--- src/rtl/irqtmr_pkg.sv ---
package irqtmr_pkg;
   localparam int CTRL_MASK_BIT = 16;
   localparam int CTRL_PER_BIT  = 17;
   localparam int DIV_KEEP      = 32'h0000_000B;

   typedef enum logic [1:0] {
      RA_CTRL = 2'd0,
      RA_LOAD = 2'd1,
      RA_LIVE = 2'd2,
      RA_DIV  = 2'd3
   } reg_addr_e;
endpackage

--- src/rtl/irqtmr_prescaler.sv ---
module irqtmr_prescaler #(
   parameter int IDX_W = 3
) (
   input  logic             clk,
   input  logic             rst_n,
   input  logic             restart,
   input  logic [IDX_W-1:0] div_idx,
   output logic             tick
);
   localparam int PRE_W = (1 << IDX_W) - 1;

   logic [PRE_W-1:0] pre_q;
   logic [IDX_W-1:0] shift;
   logic [PRE_W-1:0] low_mask;

   // shift wraps modulo 2^IDX_W, so the top index selects divide-by-1
   assign shift = div_idx + IDX_W'(1);

   for (genvar i = 0; i < PRE_W; i++) begin : g_mask
      assign low_mask[i] = (int'(shift) > i);
   end

   assign tick = &(pre_q | ~low_mask);

   always_ff @(posedge clk or negedge rst_n) begin
      if (!rst_n)       pre_q <= '0;
      else if (restart) pre_q <= '0;
      else              pre_q <= pre_q + PRE_W'(1);
   end
endmodule

--- src/rtl/irqtmr_counter.sv ---
module irqtmr_counter #(
   parameter int CNT_W = 32,
   parameter int VEC_W = 8
) (
   input  logic             clk,
   input  logic             rst_n,
   input  logic             tick,
   input  logic             load_wr,
   input  logic [CNT_W-1:0] load_data,
   input  logic [CNT_W-1:0] load_q,
   input  logic             periodic,
   input  logic             masked,
   input  logic [VEC_W-1:0] vec,
   output logic [CNT_W-1:0] cur_q,
   output logic             running_q,
   output logic             irq_pulse,
   output logic [VEC_W-1:0] irq_vector
);
   logic expire;

   assign expire = tick && running_q && (cur_q == '0) && !load_wr;

   always_ff @(posedge clk or negedge rst_n) begin
      if (!rst_n) begin
         cur_q     <= '0;
         running_q <= 1'b0;
      end else if (load_wr) begin
         cur_q     <= load_data;
         running_q <= (load_data != '0);
      end else if (tick && running_q) begin
         if (cur_q == '0) begin
            if (periodic) cur_q <= load_q;
            else          running_q <= 1'b0;
         end else begin
            cur_q <= cur_q - CNT_W'(1);
         end
      end
   end

   always_ff @(posedge clk or negedge rst_n) begin
      if (!rst_n) begin
         irq_pulse  <= 1'b0;
         irq_vector <= '0;
      end else begin
         irq_pulse <= expire && !masked;
         if (expire) irq_vector <= vec;
      end
   end
endmodule

--- src/rtl/irqtmr_regs.sv ---
module irqtmr_regs
   import irqtmr_pkg::*;
#(
   parameter int DATA_W = 32,
   parameter int CNT_W  = 32,
   parameter int VEC_W  = 8,
   parameter int IDX_W  = 3
) (
   input  logic              clk,
   input  logic              rst_n,
   input  logic              reg_wr,
   input  logic [1:0]        reg_addr,
   input  logic [DATA_W-1:0] reg_wdata,
   input  logic [CNT_W-1:0]  cur,
   output logic [DATA_W-1:0] reg_rdata,
   output logic [VEC_W-1:0]  ctrl_vec,
   output logic              ctrl_mask,
   output logic              ctrl_per,
   output logic [CNT_W-1:0]  load_q,
   output logic              load_wr,
   output logic [IDX_W-1:0]  div_idx
);
   logic [3:0] div_q;

   if (VEC_W > CTRL_MASK_BIT) begin : g_bad_vec
      $error("vector field overlaps the mask bit");
   end
   if (CNT_W > DATA_W || DATA_W <= CTRL_PER_BIT) begin : g_bad_w
      $error("register width too small");
   end
   if (IDX_W != 3) begin : g_bad_idx
      $error("divider code carries exactly three bits");
   end

   assign load_wr = reg_wr && (reg_addr == RA_LOAD);
   assign div_idx = {div_q[3], div_q[1], div_q[0]};

   always_ff @(posedge clk or negedge rst_n) begin
      if (!rst_n) begin
         ctrl_vec  <= '0;
         ctrl_mask <= 1'b1;
         ctrl_per  <= 1'b0;
         load_q    <= '0;
         div_q     <= '0;
      end else if (reg_wr) begin
         unique case (reg_addr)
            RA_CTRL: begin
               ctrl_vec  <= reg_wdata[VEC_W-1:0];
               ctrl_mask <= reg_wdata[CTRL_MASK_BIT];
               ctrl_per  <= reg_wdata[CTRL_PER_BIT];
            end
            RA_LOAD: load_q <= reg_wdata[CNT_W-1:0];
            RA_DIV:  div_q  <= reg_wdata[3:0] & DIV_KEEP[3:0];
            default: ;
         endcase
      end
   end

   always_comb begin
      reg_rdata = '0;
      unique case (reg_addr)
         RA_CTRL: begin
            reg_rdata[VEC_W-1:0]     = ctrl_vec;
            reg_rdata[CTRL_MASK_BIT] = ctrl_mask;
            reg_rdata[CTRL_PER_BIT]  = ctrl_per;
         end
         RA_LOAD: reg_rdata[CNT_W-1:0] = load_q;
         RA_LIVE: reg_rdata[CNT_W-1:0] = cur;
         default: reg_rdata[3:0] = div_q;
      endcase
   end
endmodule

--- src/rtl/local_irq_timer.sv ---
module local_irq_timer #(
   parameter int DATA_W = 32,
   parameter int CNT_W  = 32,
   parameter int VEC_W  = 8,
   parameter int IDX_W  = 3
) (
   input  logic              clk,
   input  logic              rst_n,
   input  logic              reg_wr,
   input  logic [1:0]        reg_addr,
   input  logic [DATA_W-1:0] reg_wdata,
   output logic [DATA_W-1:0] reg_rdata,
   output logic              irq_pulse,
   output logic [VEC_W-1:0]  irq_vector
);
   logic [VEC_W-1:0] ctrl_vec;
   logic             ctrl_mask;
   logic             ctrl_per;
   logic [CNT_W-1:0] load_q;
   logic             load_wr;
   logic [IDX_W-1:0] div_idx;
   logic             tick;
   logic [CNT_W-1:0] cur;
   logic             running;

   irqtmr_regs #(.DATA_W(DATA_W), .CNT_W(CNT_W), .VEC_W(VEC_W), .IDX_W(IDX_W)) u_regs (
      .clk(clk), .rst_n(rst_n), .reg_wr(reg_wr), .reg_addr(reg_addr),
      .reg_wdata(reg_wdata), .cur(cur), .reg_rdata(reg_rdata),
      .ctrl_vec(ctrl_vec), .ctrl_mask(ctrl_mask), .ctrl_per(ctrl_per),
      .load_q(load_q), .load_wr(load_wr), .div_idx(div_idx)
   );

   irqtmr_prescaler #(.IDX_W(IDX_W)) u_pre (
      .clk(clk), .rst_n(rst_n), .restart(load_wr), .div_idx(div_idx), .tick(tick)
   );

   irqtmr_counter #(.CNT_W(CNT_W), .VEC_W(VEC_W)) u_cnt (
      .clk(clk), .rst_n(rst_n), .tick(tick), .load_wr(load_wr),
      .load_data(reg_wdata[CNT_W-1:0]), .load_q(load_q), .periodic(ctrl_per),
      .masked(ctrl_mask), .vec(ctrl_vec), .cur_q(cur), .running_q(running),
      .irq_pulse(irq_pulse), .irq_vector(irq_vector)
   );
endmodule

--- config.mk ---
export PLATFORM = sky130hd
export DESIGN_NAME = local_irq_timer
export DESIGN_NICKNAME = d
export VERILOG_FILES = /design/src/rtl/irqtmr_pkg.sv /design/src/rtl/irqtmr_prescaler.sv /design/src/rtl/irqtmr_counter.sv /design/src/rtl/irqtmr_regs.sv /design/src/rtl/local_irq_timer.sv
export SDC_FILE = /design/constraint.sdc
export NUM_CORES = 1
export LEC_CHECK = 0
export CELL_PAD_IN_SITES_DETAIL_PLACEMENT = 1
export CELL_PAD_IN_SITES_GLOBAL_PLACEMENT = 1
export CORE_ASPECT_RATIO = 0.7
export CORE_MARGIN = 4
export CORE_UTILIZATION = 50
export CTS_BUF_LIST = sky130_fd_sc_hd__clkbuf_4 sky130_fd_sc_hd__clkbuf_8
export DETAILED_ROUTE_END_ITERATION = 7
export DONT_BUFFER_PORTS = 1
export HOLD_SLACK_MARGIN = 0.05
export PLACE_DENSITY_LB_ADDON = 0.1
export SLEW_MARGIN = 10
export SYNTH_ARGS = -nofsm -noshare
export SYNTH_HDL_FRONTEND = slang
export SYNTH_SLANG_ARGS = --single-unit
--- constraint.sdc ---
create_clock -name clk -period 3.5 [get_ports clk]
set_clock_uncertainty 0.2 [all_clocks]
set_input_delay 0.35 -clock clk [delete_from_list [all_inputs] [get_ports clk]]
set_output_delay 0.35 -clock clk [all_outputs]
set_load 0.01 [all_outputs]
# --- Yosys cells after proc, flatten, opt, wreduce, memory -nomap -nowiden ---
# Cells that the tools add are included.
classes:
  n_addsub: 3
  mul: 0
  div: 0
  order_cmp: 7
  eq_ne: 5
  shift: 0
  muxes: 14
  bitwise: 2
  n_reduce_logical: 18
ops:
  columns: ["operator", "count"]
  rows:
  - ["$mux W32", 4]
  - ["$logic_not A32 Y1", 1]
  - ["$reduce_bool A32 Y1", 1]
  - ["$sub A32 B1 Y32 const B", 1]
  - ["$pmux W14 S2", 1]
  - ["$pmux W4 S3", 2]
  - ["$pmux W8 S2", 1]
  - ["$gt A3 B3 Y1 const B", 3]
  - ["$reduce_and A2 Y1", 4]
  - ["$add A7 B1 Y7 const B", 1]
  - ["$mux W7", 1]
  - ["$not A7 Y7", 1]
  - ["$or A7 B7 Y7", 1]
  - ["$reduce_and A7 Y1", 1]
  - ["$gt A3 B1 Y1 const B", 2]
  - ["$gt A3 B2 Y1 const B", 2]
  - ["$pmux W2 S3", 1]
  - ["$logic_and A1 B1 Y1", 5]
  - ["$eq A2 B2 Y1 const B", 2]
  - ["$mux W1", 4]
  - ["$reduce_bool A2 Y1", 2]
  - ["$add A3 B1 Y3 const B", 1]
  - ["$ne A3 B2 Y1 const B", 1]
  - ["$reduce_and A3 Y1", 1]
  - ["other kinds (4)", 5]
totals:
  ff_bits: 94
  latchBits: 0
  mem_bits_rw: 0
  mem_bits_ro: 0
  in_bits: 37
  out_inout_bits: 41
  n_memories: 0

# --- Longest topological paths before layout ---
# Gate-level depths: netlist of run 1.
logic_depth:
  depth_word: 9
  ltp_mapped: 11
  depth_no_buf: 9

# --- Hierarchy ---
# Synthesis of run 1 repeated with hierarchy kept, for this count alone.
hier_totals:
  cells_unflattened: 582
  area_unflattened_um2: 5841.9
modules_own_cells:
  columns: ["mod", "n_inst", "cells_each", "area_each_um2", "seq_area_each_um2"]
  rows:
  - ["irqtmr_counter", 1, 354, 2986.6, 1051.0]
  - ["irqtmr_regs", 1, 182, 2402.3, 1127.3]
  - ["irqtmr_prescaler", 1, 46, 452.9, 175.2]

# --- Worst setup path after synthesis of run 1 ---
# No wires, ideal clock.
synth_path:
  path_type: "reg-to-reg"
  startpoint: "register u_cnt.cur_q[18]"
  endpoint: "register u_cnt.irq_vector[0]"
  setup_ns: 0.125
  arrival_time_ns: 2.830
  setup_slack_ns: 0.345
  path_stages_with_launch: 7
  path_cell_list: "dfrtp_1 > buf_2 > or4_4 > or4_4 > or4_4 > nor3_4 > mux2_4"
synth_via:
  elab_chain_len: 3
synth_rtl:
  columns: ["item", "line_no", "source"]
  rows:
  - ["start: declaration", "irqtmr_counter.sv:14", "output logic [CNT_W-1:0] cur_q,"]
  - ["start signal: assignment", "irqtmr_counter.sv:28", "cur_q <= load_data;"]
  - ["start signal: assignment", "irqtmr_counter.sv:32", "if (periodic) cur_q <= load_q;"]
  - ["start signal: assignment", "irqtmr_counter.sv:35", "cur_q <= cur_q - CNT_W'(1);"]
  - ["$logic_not A32 Y1", "irqtmr_counter.sv:21", "assign expire = tick && running_q && (cur_q == '0) && !load_wr;"]
  - ["$logic_and A1 B1 Y1 (2 in a row)", "irqtmr_counter.sv:21", null]
  - ["end signal: assignment", "irqtmr_counter.sv:46", "if (expire) irq_vector <= vec;"]
  - ["end: declaration", "irqtmr_counter.sv:17", "output logic [VEC_W-1:0] irq_vector"]
# Every way passes these cells.
# A chain may end at the register's enable or synchronous reset.

# --- Worst setup path in the final report of run 1 ---
layout_path:
  startpoint: "register u_cnt.cur_q[6]"
  endpoint: "register u_cnt.cur_q[19]"
layout_via:
  elab_chain_len: 4
layout_rtl:
  columns: ["item", "line_no", "source"]
  rows:
  - ["$sub A32 B1 Y32 / $logic_not A32 Y1 (equally long branches)", "irqtmr_counter.sv:35, irqtmr_counter.sv:31", null]
  - ["$mux W32", "irqtmr_counter.sv:31", "if (cur_q == '0) begin"]
  - ["$mux W32", "irqtmr_counter.sv:30", "end else if (tick && running_q) begin"]
  - ["$mux W32", "irqtmr_counter.sv:27", "end else if (load_wr) begin"]
# Several ways; a longest one is shown, not always the timed one. The select of a mux whose other input is x is not followed.

==> out/qor.csv, run 1 <==
stage,metric,value,unit
power,register share of total power,46.5,%
floorplanning,Die ar.,13100,µm²
routing,Pre-Repair DR Iteration Count,5,
worst_setup_path,"Max FO, Critical Path",25,
routing,DRT Wirelength,19.0,mm
clock_tree,Root Driver,clkbuf_8,
power,Switching Fraction,41.1,%
global_routing,GRT Total Usage,29.6,%
status,status,"complete, no violations",
global_routing,vias in the first global route,5406,
place,"worst slack, placed",212,ps
synth,"Seq/Total Area, Yosys",41.6,%
cells_and_area,Final Cell Area,6380,µm²
floorplanning,die width,135,µm
worst_setup_path,Critical Path AT,3460,ps
worst_setup_path,R2R depth,8,
power,combinational fraction of design power,34.0,%
floorplanning,core area,11100,µm²
timing,RSZ-0062 raised after global routing,no,
power,Pwr Density,567,nW/µm²
flow_run,maxcap violations,0,
floorplanning,die height,97,µm
timing,fin worst setup slack,161,ps
clock_tree,clock sinks,94,
clock_tree,CTS tree,built,
synth,Post-synth EDFFs,0,
worst_hold_path,Worst Hold Class,in2reg,
synth,ys async rst share,100,%
timing,Slew HR,44.4,%
clock_tree,Num CTS Buffers,9,
synth,Synth Register Bits,94,
worst_setup_path,CP endpoint kind,register,
timing,endpoints failing setup,0,
place,HPWL reported at the end of detailed placement,13.1,mm
routing,initial DRC count,379,
synth,number of distinct library cells after synthesis,62,
worst_setup_path,CP Launch Type,register,
power,Static Leak,2.68,nW
global_routing,first-pass GRT wire length,30.7,mm
timing,worst hold slack,68.4,ps
synth,Syn Nets,690,
place,cell area after placement,5840,µm²
timing,post-route minimum period,3340,ps
synth,Synth Cell Area,5660,µm²
clock_tree,Skew-Pair Late Insertion Delay,390,ps
timing,final hold vios,0,
routing,"antenna viol nets, final",0,
timing,Max Slew Vio Count,0,
timing,period utilization,95.4,%
synth,Post-Synth XOR/XNOR Area,2.32,%
timing,setup_tns,0,ps
clock_tree,Clock Pin Slew Worst Setup and Hold Paths,110,ps
floorplanning,initial cell density of the core,51.2,%
place,Placer Congestion,0.877,
cells_and_area,"commonest cells after routing, fill and taps aside","nand2_1, dfrtp_1, nor2_1",
power,Pint,2.13,mW
routing,drt via density,6.36,
routing,per-cell routed wire length,23.0,µm
worst_setup_path,critical path required time,3620,ps
cells_and_area,# nets final,718,
synth,synth warn,0,
timing,Least-Margin Pin Slew,831,ps
place,PortBufs,0,
worst_setup_path,Crit Path Category,reg2reg,
routing,DRC Markers,0,
global_routing,largest net degree at the start of global routing,95,
synth,"Top FF cell, synth",dfrtp_1,
power,overall power,3.62,mW
synth,synthesized instance count,640,
synth,post-synthesis adder-cell area fraction,2.87,%
timing,fmax,0.300,GHz
floorplanning,io pins,78,
clock_tree,worst-case clock buffer depth,2,
worst_hold_path,hold path depth,2,
clock_tree,H-Tree Depth,3,
power,Worst IR Drop VDD,0.281,mV
power,Switch Pwr,1.49,mW
floorplanning,standard-cell rows,32,
synth,Synth Area in Compound Gates,18.8,%
routing,routed vias,5250,
cells_and_area,layout cells sized above 1,13.5,%
synth,post-synthesis simple-gate area fraction,24.1,%
cells_and_area,Area Overhead vs Synth,12.8,%
synth,Post-Syn Area per Cell,8.84,µm²
global_routing,total congestion overflow,0,
synth,multiplexer share of the synthesized area,5.42,%
synth,largest family of logic cells by synthesized area,simple AND/OR/NAND/NOR gates,
global_routing,initial antenna violation count,1,
cells_and_area,# diodes,0,
cells_and_area,"commonest non-fill, non-tap cell in the layout",nand2_1,
power,Clock power frac,19.5,%
repair_timing:
item / in CTS / in global routing
endpoints found under the hold margin: 170 / 0
setup endpoints to repair: 0 / 1
hold buffers: 34 / 0
gates resized for setup: 0 / 1
buffers inserted: 0 / 0
cell usage after synthesis, drive strengths merged, types with 3 or more instances:
library cell / instances / area (µm²)
xnor2: 8 / 70.1
a2bb2oi: 6 / 65.1
nor3b: 4 / 30.0
ha: 13 / 163
o221ai: 3 / 26.3
nand3: 15 / 75.1
or3: 6 / 37.5
or2: 6 / 37.5
buf: 17 / 110
nand4: 6 / 37.5
a22oi: 22 / 165
xor2: 7 / 61.3
o21ai: 35 / 179
clkbuf: 27 / 103
a21oi: 30 / 150
a222oi: 10 / 100
nor2b: 23 / 144
inv: 16 / 60.1
o311ai: 3 / 26.3
nor3: 14 / 81.3
o211ai: 10 / 75.1
a31oi: 20 / 138
nor2: 47 / 179
or4: 12 / 113
dfrtp: 93 / 2330
nand2: 119 / 447
mux2: 21 / 267
nand2b: 3 / 18.8
nor4: 15 / 115
mux2i: 4 / 40.0
kinds of logic after synthesis:
| family | count (synthesis) |
|---|---|
| AND/OR/NAND/NOR | 277 |
| buffers and inverters | 60 |
| AO/OA/AOI/OAI | 156 |
| multiplexers | 25 |
| XOR/XNOR | 15 |
| flip-flops | 94 |
| adder cells (fa/ha/maj) | 13 |
power by group through the flow:
stage	Clock [mW]	Sequential, mW	Combinational (mW)
CTS	0.721	1.67	1.22
floorplan	0	1.58	0.873
global placement	0	1.67	1.10
detailed placement	0	1.69	1.15
finish	0.705	1.68	1.23
global route	0.766	1.72	1.36
area by class of cell:
type                       count  area [µm²]
inverter                      16        60.1
timing repair buffer          61         561
sequential                    94        2350
clock buffer                   9         124
fill                        1298        4670
clock inverter                 7        56.3
tap                          153         191
multi-input combinational    486        3040
layer usage:
layer | share of wire (%) | global-route usage [%]
met1 | 47 | 44.3
met2 | 45 | 44.5
met3 | 6.2 | 6.60
met4 | 1.3 | 5.27
met5 | 0.069 | 0
metrics by stage:
| stage | cells | utilization, % |
|---|---|---|
| after floorplan | 640 | - |
| after global placement | 776 | 52.9 |
| after detailed placement | 776 | 52.9 |
| after CTS | 826 | 57.7 |
| after global routing | 826 | 57.7 |
| final | 826 | 57.7 |
sequential cells by signal (all words and copies together), names as in the netlist, 3 cells and up:
signal,cells
u_pre.pre_q,7
u_regs.load_q,32
u_cnt.cur_q,32
u_regs.div_q,3
u_regs.ctrl_vec,8
u_cnt.irq_vector,8
worst paths after layout:
check,slack (ps),to,from
max reg2reg,160,u_cnt.cur_q[19],u_cnt.cur_q[6]
min,70,u_regs.div_q[3],reg_wr
max in group asynchronous,2350,u_regs.ctrl_mask,rst_n
min reg2reg,310,u_pre.pre_q[0],u_pre.pre_q[0]
min in group asynchronous,340,u_regs.ctrl_vec[6],rst_n
max,160,u_cnt.cur_q[19],u_cnt.cur_q[6]
critical path, cell delays in order, from the launching register on:
cell and delay, ps:
dfrtp_1 470, or4_4 610, or4_4 570, or4_4 550, buf_4 260, o21ai_2 80, a21oi_1 70, or3_1 310
o21ai_1 140
Note: power is estimated with default switching activity, not from simulation.
==> run 2, diff against run 1 <==
- CTS_BUF_LIST: sky130_fd_sc_hd__clkbuf_4 sky130_fd_sc_hd__clkbuf_8 -> sky130_fd_sc_hd__clkbuf_8
==> results of run 2 <==
Final layout, timing and power as in run 1 (identical DEF).
